[src/rtl/pzs_pkg.sv]
package pzs_pkg;

    typedef enum logic [4:0] {
        S_IDLE          = 5'd0,
        S_UP_ISO        = 5'd1,
        S_UP_MANUAL     = 5'd2,
        S_UP_LOGIC      = 5'd3,
        S_UP_MEM        = 5'd4,
        S_UP_WAIT_MEM   = 5'd5,
        S_UP_CLK        = 5'd6,
        S_UP_WAIT_LOGIC = 5'd7,
        S_UP_UNISO      = 5'd8,
        S_UP_RELEASE    = 5'd9,
        S_DN_MANUAL     = 5'd10,
        S_DN_RESET      = 5'd11,
        S_DN_CLKOFF     = 5'd12,
        S_DN_ISO        = 5'd13,
        S_DN_MEMOFF     = 5'd14,
        S_DN_WAIT_MEM   = 5'd15,
        S_DN_LOGICOFF   = 5'd16,
        S_DN_WAIT_LOGIC = 5'd17,
        S_DN_HALT       = 5'd18
    } pzs_state_e;

    typedef struct packed {
        logic manual;
        logic iso;
        logic logic_en;
        logic mem_en;
        logic rst_rel;
        logic clk_en;
    } pzs_ctrl_t;

    // status word bit positions
    localparam int unsigned SB_CLK       = 0;
    localparam int unsigned SB_RST       = 1;
    localparam int unsigned SB_ERR       = 2;
    localparam int unsigned SB_BUSY      = 3;
    localparam int unsigned SB_MEM       = 4;
    localparam int unsigned SB_LOGIC     = 5;
    localparam int unsigned SB_ISO       = 6;
    localparam int unsigned SB_MANUAL    = 7;
    localparam int unsigned SB_STATE_LO  = 11;
    localparam int unsigned SB_LOGIC_ACK = 28;
    localparam int unsigned SB_MEM_ACK   = 29;
    localparam int unsigned SB_OFF       = 31;

    // software command bit positions
    localparam int unsigned CB_UP     = 10;
    localparam int unsigned CB_DN     = 9;
    localparam int unsigned CB_ERRCLR = 2;

    function automatic logic is_up_state(pzs_state_e s);
        return (s >= S_UP_ISO) && (s <= S_UP_RELEASE);
    endfunction

    function automatic logic is_wait_state(pzs_state_e s);
        return (s == S_UP_WAIT_MEM) || (s == S_UP_WAIT_LOGIC) ||
               (s == S_DN_WAIT_MEM) || (s == S_DN_WAIT_LOGIC);
    endfunction

endpackage

[src/rtl/pzs_ack_timer.sv]
module pzs_ack_timer #(
    parameter int unsigned TMO_CYC = 62_500_000
) (
    input  logic clk,
    input  logic rst_n,
    input  logic run,
    input  logic ack_ok,
    output logic expired
);
    localparam int unsigned CW  = $clog2(TMO_CYC + 1);
    localparam logic [CW-1:0] LAST = CW'(TMO_CYC - 1);

    logic [CW-1:0] cnt;

    assign expired = run && !ack_ok && (cnt == LAST);

    always_ff @(posedge clk) begin
        if (!rst_n) begin
            cnt <= '0;
        end else if (!run || ack_ok || expired) begin
            cnt <= '0;
        end else begin
            cnt <= cnt + 1'b1;
        end
    end
endmodule

[src/rtl/pzs_fsm.sv]
module pzs_fsm
    import pzs_pkg::*;
(
    input  logic       clk,
    input  logic       rst_n,
    input  logic       up_cmd,
    input  logic       dn_cmd,
    input  logic       core_is_zero,
    input  logic       core_off,
    input  logic       mem_ack,
    input  logic       logic_ack,
    input  logic       expired,
    output pzs_state_e st,
    output logic       wait_run,
    output logic       ack_ok
);
    pzs_state_e nxt;

    assign wait_run = is_wait_state(st);

    // acknowledge condition for the current wait state
    always_comb begin
        unique case (st)
            S_UP_WAIT_MEM:   ack_ok = mem_ack;
            S_UP_WAIT_LOGIC: ack_ok = logic_ack;
            S_DN_WAIT_MEM:   ack_ok = !mem_ack;
            S_DN_WAIT_LOGIC: ack_ok = !logic_ack;
            default:         ack_ok = 1'b0;
        endcase
    end

    always_comb begin
        nxt = st;
        unique case (st)
            S_IDLE: begin
                if (up_cmd && core_off)
                    nxt = S_UP_ISO;
                else if (dn_cmd && !core_is_zero)
                    nxt = S_DN_MANUAL;
            end
            S_UP_ISO:        nxt = S_UP_MANUAL;
            S_UP_MANUAL:     nxt = S_UP_LOGIC;
            S_UP_LOGIC:      nxt = S_UP_MEM;
            S_UP_MEM:        nxt = S_UP_WAIT_MEM;
            S_UP_WAIT_MEM: begin
                if (ack_ok)       nxt = S_UP_CLK;
                else if (expired) nxt = S_IDLE;
            end
            S_UP_CLK:        nxt = S_UP_WAIT_LOGIC;
            S_UP_WAIT_LOGIC: begin
                if (ack_ok)       nxt = S_UP_UNISO;
                else if (expired) nxt = S_IDLE;
            end
            S_UP_UNISO:      nxt = S_UP_RELEASE;
            S_UP_RELEASE:    nxt = S_IDLE;
            S_DN_MANUAL:     nxt = S_DN_RESET;
            S_DN_RESET:      nxt = S_DN_CLKOFF;
            S_DN_CLKOFF:     nxt = S_DN_ISO;
            S_DN_ISO:        nxt = S_DN_MEMOFF;
            S_DN_MEMOFF:     nxt = S_DN_WAIT_MEM;
            S_DN_WAIT_MEM: begin
                if (ack_ok)       nxt = S_DN_LOGICOFF;
                else if (expired) nxt = S_IDLE;
            end
            S_DN_LOGICOFF:   nxt = S_DN_WAIT_LOGIC;
            S_DN_WAIT_LOGIC: begin
                if (ack_ok)       nxt = S_DN_HALT;
                else if (expired) nxt = S_IDLE;
            end
            S_DN_HALT:       nxt = S_IDLE;
            default:         nxt = S_IDLE;
        endcase
    end

    always_ff @(posedge clk) begin
        if (!rst_n) st <= S_IDLE;
        else        st <= nxt;
    end
endmodule

[src/rtl/pzs_ctrl_regs.sv]
module pzs_ctrl_regs
    import pzs_pkg::*;
(
    input  logic       clk,
    input  logic       rst_n,
    input  pzs_state_e st,
    input  logic       expired,
    input  logic       err_clr,
    output pzs_ctrl_t  ctrl,
    output logic       halt,
    output logic       err
);
    localparam pzs_ctrl_t CTRL_RST = '{manual: 1'b0, iso: 1'b1, logic_en: 1'b0,
                                       mem_en: 1'b0, rst_rel: 1'b0, clk_en: 1'b0};

    // each action state applies its step on the edge that leaves it
    always_ff @(posedge clk) begin
        if (!rst_n) begin
            ctrl <= CTRL_RST;
            halt <= 1'b1;
        end else begin
            unique case (st)
                S_UP_ISO:      ctrl.iso      <= 1'b1;
                S_UP_MANUAL:   ctrl.manual   <= 1'b1;
                S_UP_LOGIC:    ctrl.logic_en <= 1'b1;
                S_UP_MEM:      ctrl.mem_en   <= 1'b1;
                S_UP_CLK:      ctrl.clk_en   <= 1'b1;
                S_UP_UNISO:    ctrl.iso      <= 1'b0;
                S_UP_RELEASE: begin
                    ctrl.rst_rel <= 1'b1;
                    halt         <= 1'b0;
                end
                S_DN_MANUAL:   ctrl.manual   <= 1'b1;
                S_DN_RESET:    ctrl.rst_rel  <= 1'b0;
                S_DN_CLKOFF:   ctrl.clk_en   <= 1'b0;
                S_DN_ISO:      ctrl.iso      <= 1'b1;
                S_DN_MEMOFF:   ctrl.mem_en   <= 1'b0;
                S_DN_LOGICOFF: ctrl.logic_en <= 1'b0;
                S_DN_HALT:     halt          <= 1'b1;
                default: ;
            endcase
        end
    end

    // sticky timeout flag; a new expiry wins over a clear
    always_ff @(posedge clk) begin
        if (!rst_n)       err <= 1'b0;
        else if (expired) err <= 1'b1;
        else if (err_clr) err <= 1'b0;
    end
endmodule

[src/rtl/pzs_status.sv]
module pzs_status
    import pzs_pkg::*;
(
    input  pzs_ctrl_t   ctrl,
    input  pzs_state_e  st,
    input  logic        err,
    input  logic        busy,
    input  logic        mem_ack,
    input  logic        logic_ack,
    output logic [31:0] status
);
    always_comb begin
        status                       = '0;
        status[SB_CLK]               = ctrl.clk_en;
        status[SB_RST]               = ctrl.rst_rel;
        status[SB_ERR]               = err;
        status[SB_BUSY]              = busy;
        status[SB_MEM]               = ctrl.mem_en;
        status[SB_LOGIC]             = ctrl.logic_en;
        status[SB_ISO]               = ctrl.iso;
        status[SB_MANUAL]            = ctrl.manual;
        status[SB_STATE_LO +: 5]     = st;
        status[SB_LOGIC_ACK]         = logic_ack;
        status[SB_MEM_ACK]           = mem_ack;
        status[SB_OFF]               = !ctrl.rst_rel;
    end
endmodule

[src/rtl/pzs_power_zone.sv]
module pzs_power_zone
    import pzs_pkg::*;
#(
    parameter int unsigned CORE_W  = 2,
    parameter int unsigned CLK_KHZ = 125_000,
    parameter int unsigned TMO_MS  = 500
) (
    input  logic              clk,
    input  logic              rst_n,
    input  logic [CORE_W-1:0] core_index,
    input  logic              up_req,
    input  logic              dn_req,
    input  logic              sw_wr,
    input  logic [31:0]       sw_wdata,
    input  logic              mem_ack,
    input  logic              logic_ack,
    output logic              mem_pwr_en,
    output logic              logic_pwr_en,
    output logic              clk_en,
    output logic              iso_en,
    output logic              rst_rel,
    output logic              halt,
    output logic              busy,
    output logic              timeout_err,
    output logic [31:0]       status
);
    localparam int unsigned TMO_CYC = CLK_KHZ * TMO_MS;

    pzs_state_e st_q;
    pzs_ctrl_t  ctrl;
    logic       wait_run, ack_ok, expired;
    logic       up_cmd, dn_cmd, err_clr;
    logic       unused_wdata;

    assign up_cmd  = up_req | (sw_wr & sw_wdata[CB_UP]);
    assign dn_cmd  = dn_req | (sw_wr & sw_wdata[CB_DN]);
    assign err_clr = sw_wr & sw_wdata[CB_ERRCLR];
    assign unused_wdata = ^{sw_wdata[31:11], sw_wdata[8:3], sw_wdata[1:0]};

    pzs_fsm u_fsm (
        .clk          (clk),
        .rst_n        (rst_n),
        .up_cmd       (up_cmd),
        .dn_cmd       (dn_cmd),
        .core_is_zero (core_index == '0),
        .core_off     (!ctrl.rst_rel),
        .mem_ack      (mem_ack),
        .logic_ack    (logic_ack),
        .expired      (expired),
        .st           (st_q),
        .wait_run     (wait_run),
        .ack_ok       (ack_ok)
    );

    pzs_ack_timer #(.TMO_CYC(TMO_CYC)) u_timer (
        .clk     (clk),
        .rst_n   (rst_n),
        .run     (wait_run),
        .ack_ok  (ack_ok),
        .expired (expired)
    );

    pzs_ctrl_regs u_regs (
        .clk     (clk),
        .rst_n   (rst_n),
        .st      (st_q),
        .expired (expired),
        .err_clr (err_clr),
        .ctrl    (ctrl),
        .halt    (halt),
        .err     (timeout_err)
    );

    assign busy = (st_q != S_IDLE);

    pzs_status u_status (
        .ctrl      (ctrl),
        .st        (st_q),
        .err       (timeout_err),
        .busy      (busy),
        .mem_ack   (mem_ack),
        .logic_ack (logic_ack),
        .status    (status)
    );

    assign mem_pwr_en   = ctrl.mem_en;
    assign logic_pwr_en = ctrl.logic_en;
    assign clk_en       = ctrl.clk_en;
    assign iso_en       = ctrl.iso;
    assign rst_rel      = ctrl.rst_rel;
endmodule

[config.mk]
export PLATFORM = sky130hd
export DESIGN_NAME = pzs_power_zone
export DESIGN_NICKNAME = d
export VERILOG_FILES = /design/src/rtl/pzs_pkg.sv /design/src/rtl/pzs_ack_timer.sv /design/src/rtl/pzs_fsm.sv /design/src/rtl/pzs_ctrl_regs.sv /design/src/rtl/pzs_status.sv /design/src/rtl/pzs_power_zone.sv
export SDC_FILE = /design/constraint.sdc
export NUM_CORES = 1
export LEC_CHECK = 0
export BUFFER_PORTS_ARGS = -buffer_cell sky130_fd_sc_hd__buf_2
export CAP_MARGIN = 10
export CORE_MARGIN = 2
export CORE_UTILIZATION = 45
export DETAILED_ROUTE_END_ITERATION = 7
export GPL_TIMING_DRIVEN = 0
export PLACE_DENSITY = 0.86
export SYNTH_ARGS = -nofsm -noshare
export SYNTH_HDL_FRONTEND = slang
export SYNTH_SLANG_ARGS = --single-unit
export TNS_END_PERCENT = 1
[constraint.sdc]
create_clock -name clk -period 1.7 [get_ports clk]
set_clock_uncertainty 0.1 [all_clocks]
set_input_delay 0.34 -clock clk [delete_from_list [all_inputs] [get_ports clk]]
set_output_delay 0.34 -clock clk [all_outputs]
set_load 0.01 [all_outputs]
==> impl_results.md <==
* Outcome: complete, but fails checks
* Failing checks: negative setup slack
* Synth area leaders: dfxtp_1 34%, buf_4 8.6%, nor2_1 7.6%, xnor2_1 5.4%, nand2_1 4.5%
* Grt ovf at 0
* Gpl congestion at 0.903
* Peak supply drop at ~0.00043 V
* Min-Delay Path Class: primary input to flip-flop
* Flops & latches, synth at 39
* I/O Buffers at 35
* Yosys warning count at 0
* Top cell type's share of synthesized area at 0.344
* Antenna violations before repair at 0
* Crit path DAT at around 1.5 ns
* Crit path cell chain: nor2_4, nand2_1, or3_4, buf_4, buf_2
* Routed Antenna Nets at 0
* Layout Cells excl Fill at ~420
* Dpl hpwl at between 3000 and 4000 microns
* DRC at 0
* Post-synth top area cell: dfxtp_1
* Initial drt markers at 92
* Wirelength per Cell at roughly 13 microns
* H-tree depth at 2
* Starting density of the core at 0.475
* Clock sinks at 39
* CP endpoint kind: output pin
* Syn Area/Cell at just under 8 sq um
* Routed vias/inst at between 5 and 6
* Global-route wire length before repair at ~8700 microns
* Crit-path slowest cell: dfxtp_2
* Final Cycle Share at 1.14
* CTS Buffer Depth at 2
* Clk slew on worst S/H paths at roughly 0.07 ns
* Setup CP Type: flip-flop to output pin
* Power per cell area at between 600 and 700 mW/mm^2
* Req. time, crit path at between 1 and 1.5 ns
* Final setup margin at -0.233 ns
* Clk Tree Root Cell: clkbuf_8
* CP bufs+invs at 2
* EDFF count, synth at 0
* CTS tree: done
* Layout cell share with drive strength beyond 1 at 0.368
* Pleak at between 1 and 1.5 nW
* Sequential cell area fraction in the yosys report at 0.344
* # setup viols final at 34
* Pin count of the biggest net entering global routing at 12
* Fin Hold WS at between 0.2 and 0.3 ns
* Placed Instances at a little over 400
* Die area at 0.00563 sq mm
* Number of fill cells at 457
* Placement Cell Area at about 0.0026 sq mm
* Core area at 0.00479 sq mm
* Crit path largest cell delay at between 0.3 and 0.4 ns
* Layout Area Growth over Synthesis at 29.1%
* Ports at 81
* Cts bufs inserted at 5
* Drt total wl at between 5000 and 6000 microns
* Final Hold Fails at 0
* Die width at ~75 microns
* Async SR Flop Fraction at 0
* Via count at roughly 2.2k
* Clk Latency, worst-skew pair at 0.30 ns
* Crit path max-delay family: simple AND/OR/NAND/NOR gates
* Distinct cell type count after synthesis at 52
* Final Max Tran Viols at 0
* Cell Rows at 25
* RSZ-0062 raised after global routing: true
* Gate Count Post-Synth at 286
* Nets at slightly below 400
* Post-route cell area at between 0.002 and 0.003 sq mm
* Post-route minimum period at between 1.5 and 2 ns
* DRT Pass-1 Iters at 5
* Cell area after synthesis at ~0.0023 sq mm
* Crit Path Max Fanout at 5
* Die Ht at 75.0 microns
* Total Routing Usage GR at 0.201
* Most used DFF post-synth: dfxtp_1
* Critical Path Source Type: flip-flop
* Max Cap Violations at 0
* N_diodes at 0
* FMAX at around 0.52 GHz
* Number of global-route vias before repair at about 2k
## flip-flops by register name, summed over array words and instances, names as in the netlist
signal	count
u_regs.ctrl	6
u_fsm.st	5
u_regs.halt	1
u_timer.cnt	26
u_regs.err	1
## cells in the mapped netlist, types with 2 or more instances
cell	n
nor2_1	46
dfxtp_1	39
nand2_1	27
buf_4	26
o21ai_0	14
xnor2_1	14
xor2_1	11
nand3_1	10
nand4_1	9
a21oi_1	7
clkbuf_1	7
nor3_1	6
nand2b_1	4
or3_1	4
a31oi_1	3
and2_1	3
inv_1	3
nor2b_1	3
nor3b_1	3
o211ai_1	3
o21a_1	3
a211oi_1	2
a21boi_0	2
and3_1	2
buf_1	2
buf_2	2
buf_6	2
nor3_2	2
nor4_1	2
or2_2	2
or4_1	2
## stage by stage
| step | worst slack [ns] | util | setup TNS (ns) | total power, mW |
|---|---|---|---|---|
| after floorplan | -0.147 | - | -3.38 | 1.21 |
| after global placement | -0.379 | 0.544 | -10.72 | 1.31 |
| after detailed placement | -0.430 | 0.544 | -11.32 | 1.31 |
| after CTS | -0.264 | 0.600 | -7.60 | 2.01 |
| after global routing | -0.284 | 0.613 | -8.21 | 2.10 |
| final | -0.233 | 0.613 | -6.39 | 2.01 |
## cell families (layout without fill, tap and decap cells)
logic type,count (synthesis),count (layout),share of synthesized area
compound gates,43,43,0.122
flops,39,39,0.344
other cells,1,16,0.00165
mux,2,2,0.00937
fa+ha+maj,1,1,0.00551
simple gates,133,133,0.301
buf+inv,42,97,0.120
xor+xnor,25,25,0.0964
## tightest hold or removal path, cell delays in order
cell	delay, ns
buf_2	0.14
o211ai_1	0.09
a32oi_1	0.06
## cells in the final DEF, fill, tap and decap left out, types with 3 or more instances in the layout
master / n
a21oi_1: 7
a31oi_1: 3
and2_1: 3
buf_2: 36
buf_4: 36
buf_6: 6
clkbuf_1: 3
clkbuf_2: 6
clkbuf_8: 7
conb_1: 16
dfxtp_1: 21
dfxtp_2: 15
dfxtp_4: 3
nand2_1: 26
nand2b_1: 3
nand3_1: 10
nand4_1: 9
nor2_1: 44
nor2b_1: 3
nor3_1: 6
nor3b_1: 3
o211ai_1: 3
o21a_1: 3
o21ai_0: 13
xnor2_1: 14
xor2_1: 11
## repair_timing
item,CTS,global route
hold buffers,0,0
endpoints found under the hold margin,0,0
setup buffers,9,2
gates resized for setup,34,18
gates cloned,2,0
pin swaps,21,1
endpoints found under the setup margin,38,40
## area by class of cell
| class | count | area [sq um] | area share |
|---|---|---|---|
| well taps | 67 | 83.8 | 0.0286 |
| flip-flops and latches | 39 | 811 | 0.277 |
| inverters | 3 | 11.3 | 0.00384 |
| clock buffers | 8 | 100 | 0.0341 |
| multi-input cells | 220 | 1370 | 0.467 |
| repair buffers | 48 | 284 | 0.0969 |
| plain buffers | 38 | 272 | 0.0926 |
## report_power, final
group	switching (mW)	internal, mW
logic	0.194	0.163
registers	0.0263	0.928
clock network	0.327	0.370
## worst paths after layout
check | start | end | slack [ns] | depth (start not counted)
setup reg to reg | u_timer.cnt[24]$_SDFF_PP0_ | u_timer.cnt[11]$_SDFF_PP0_ | -0.22 | 6
hold reg to reg | u_timer.cnt[0]$_SDFF_PP0_ | u_timer.cnt[0]$_SDFF_PP0_ | 0.35 | 1
hold / removal | rst_n | u_fsm.st[2]$_SDFFE_PN0P_ | 0.28 | 3
setup / recovery | u_fsm.st[2]$_SDFFE_PN0P_ | status[3] | -0.23 | 5
## layer usage
| layer | part of all wire | vias up | global-route usage |
|---|---|---|---|
| met5 | 0 | - | 0 |
| met4 | 0.021 | 0 | 0.0933 |
| met3 | 0.049 | 15 | 0.0388 |
| met2 | 0.52 | 69 | 0.363 |
| met1 | 0.41 | 1059 | 0.228 |
| li1 | - | 1079 | - |
No activity file was read; power rests on OpenSTA's default activity.
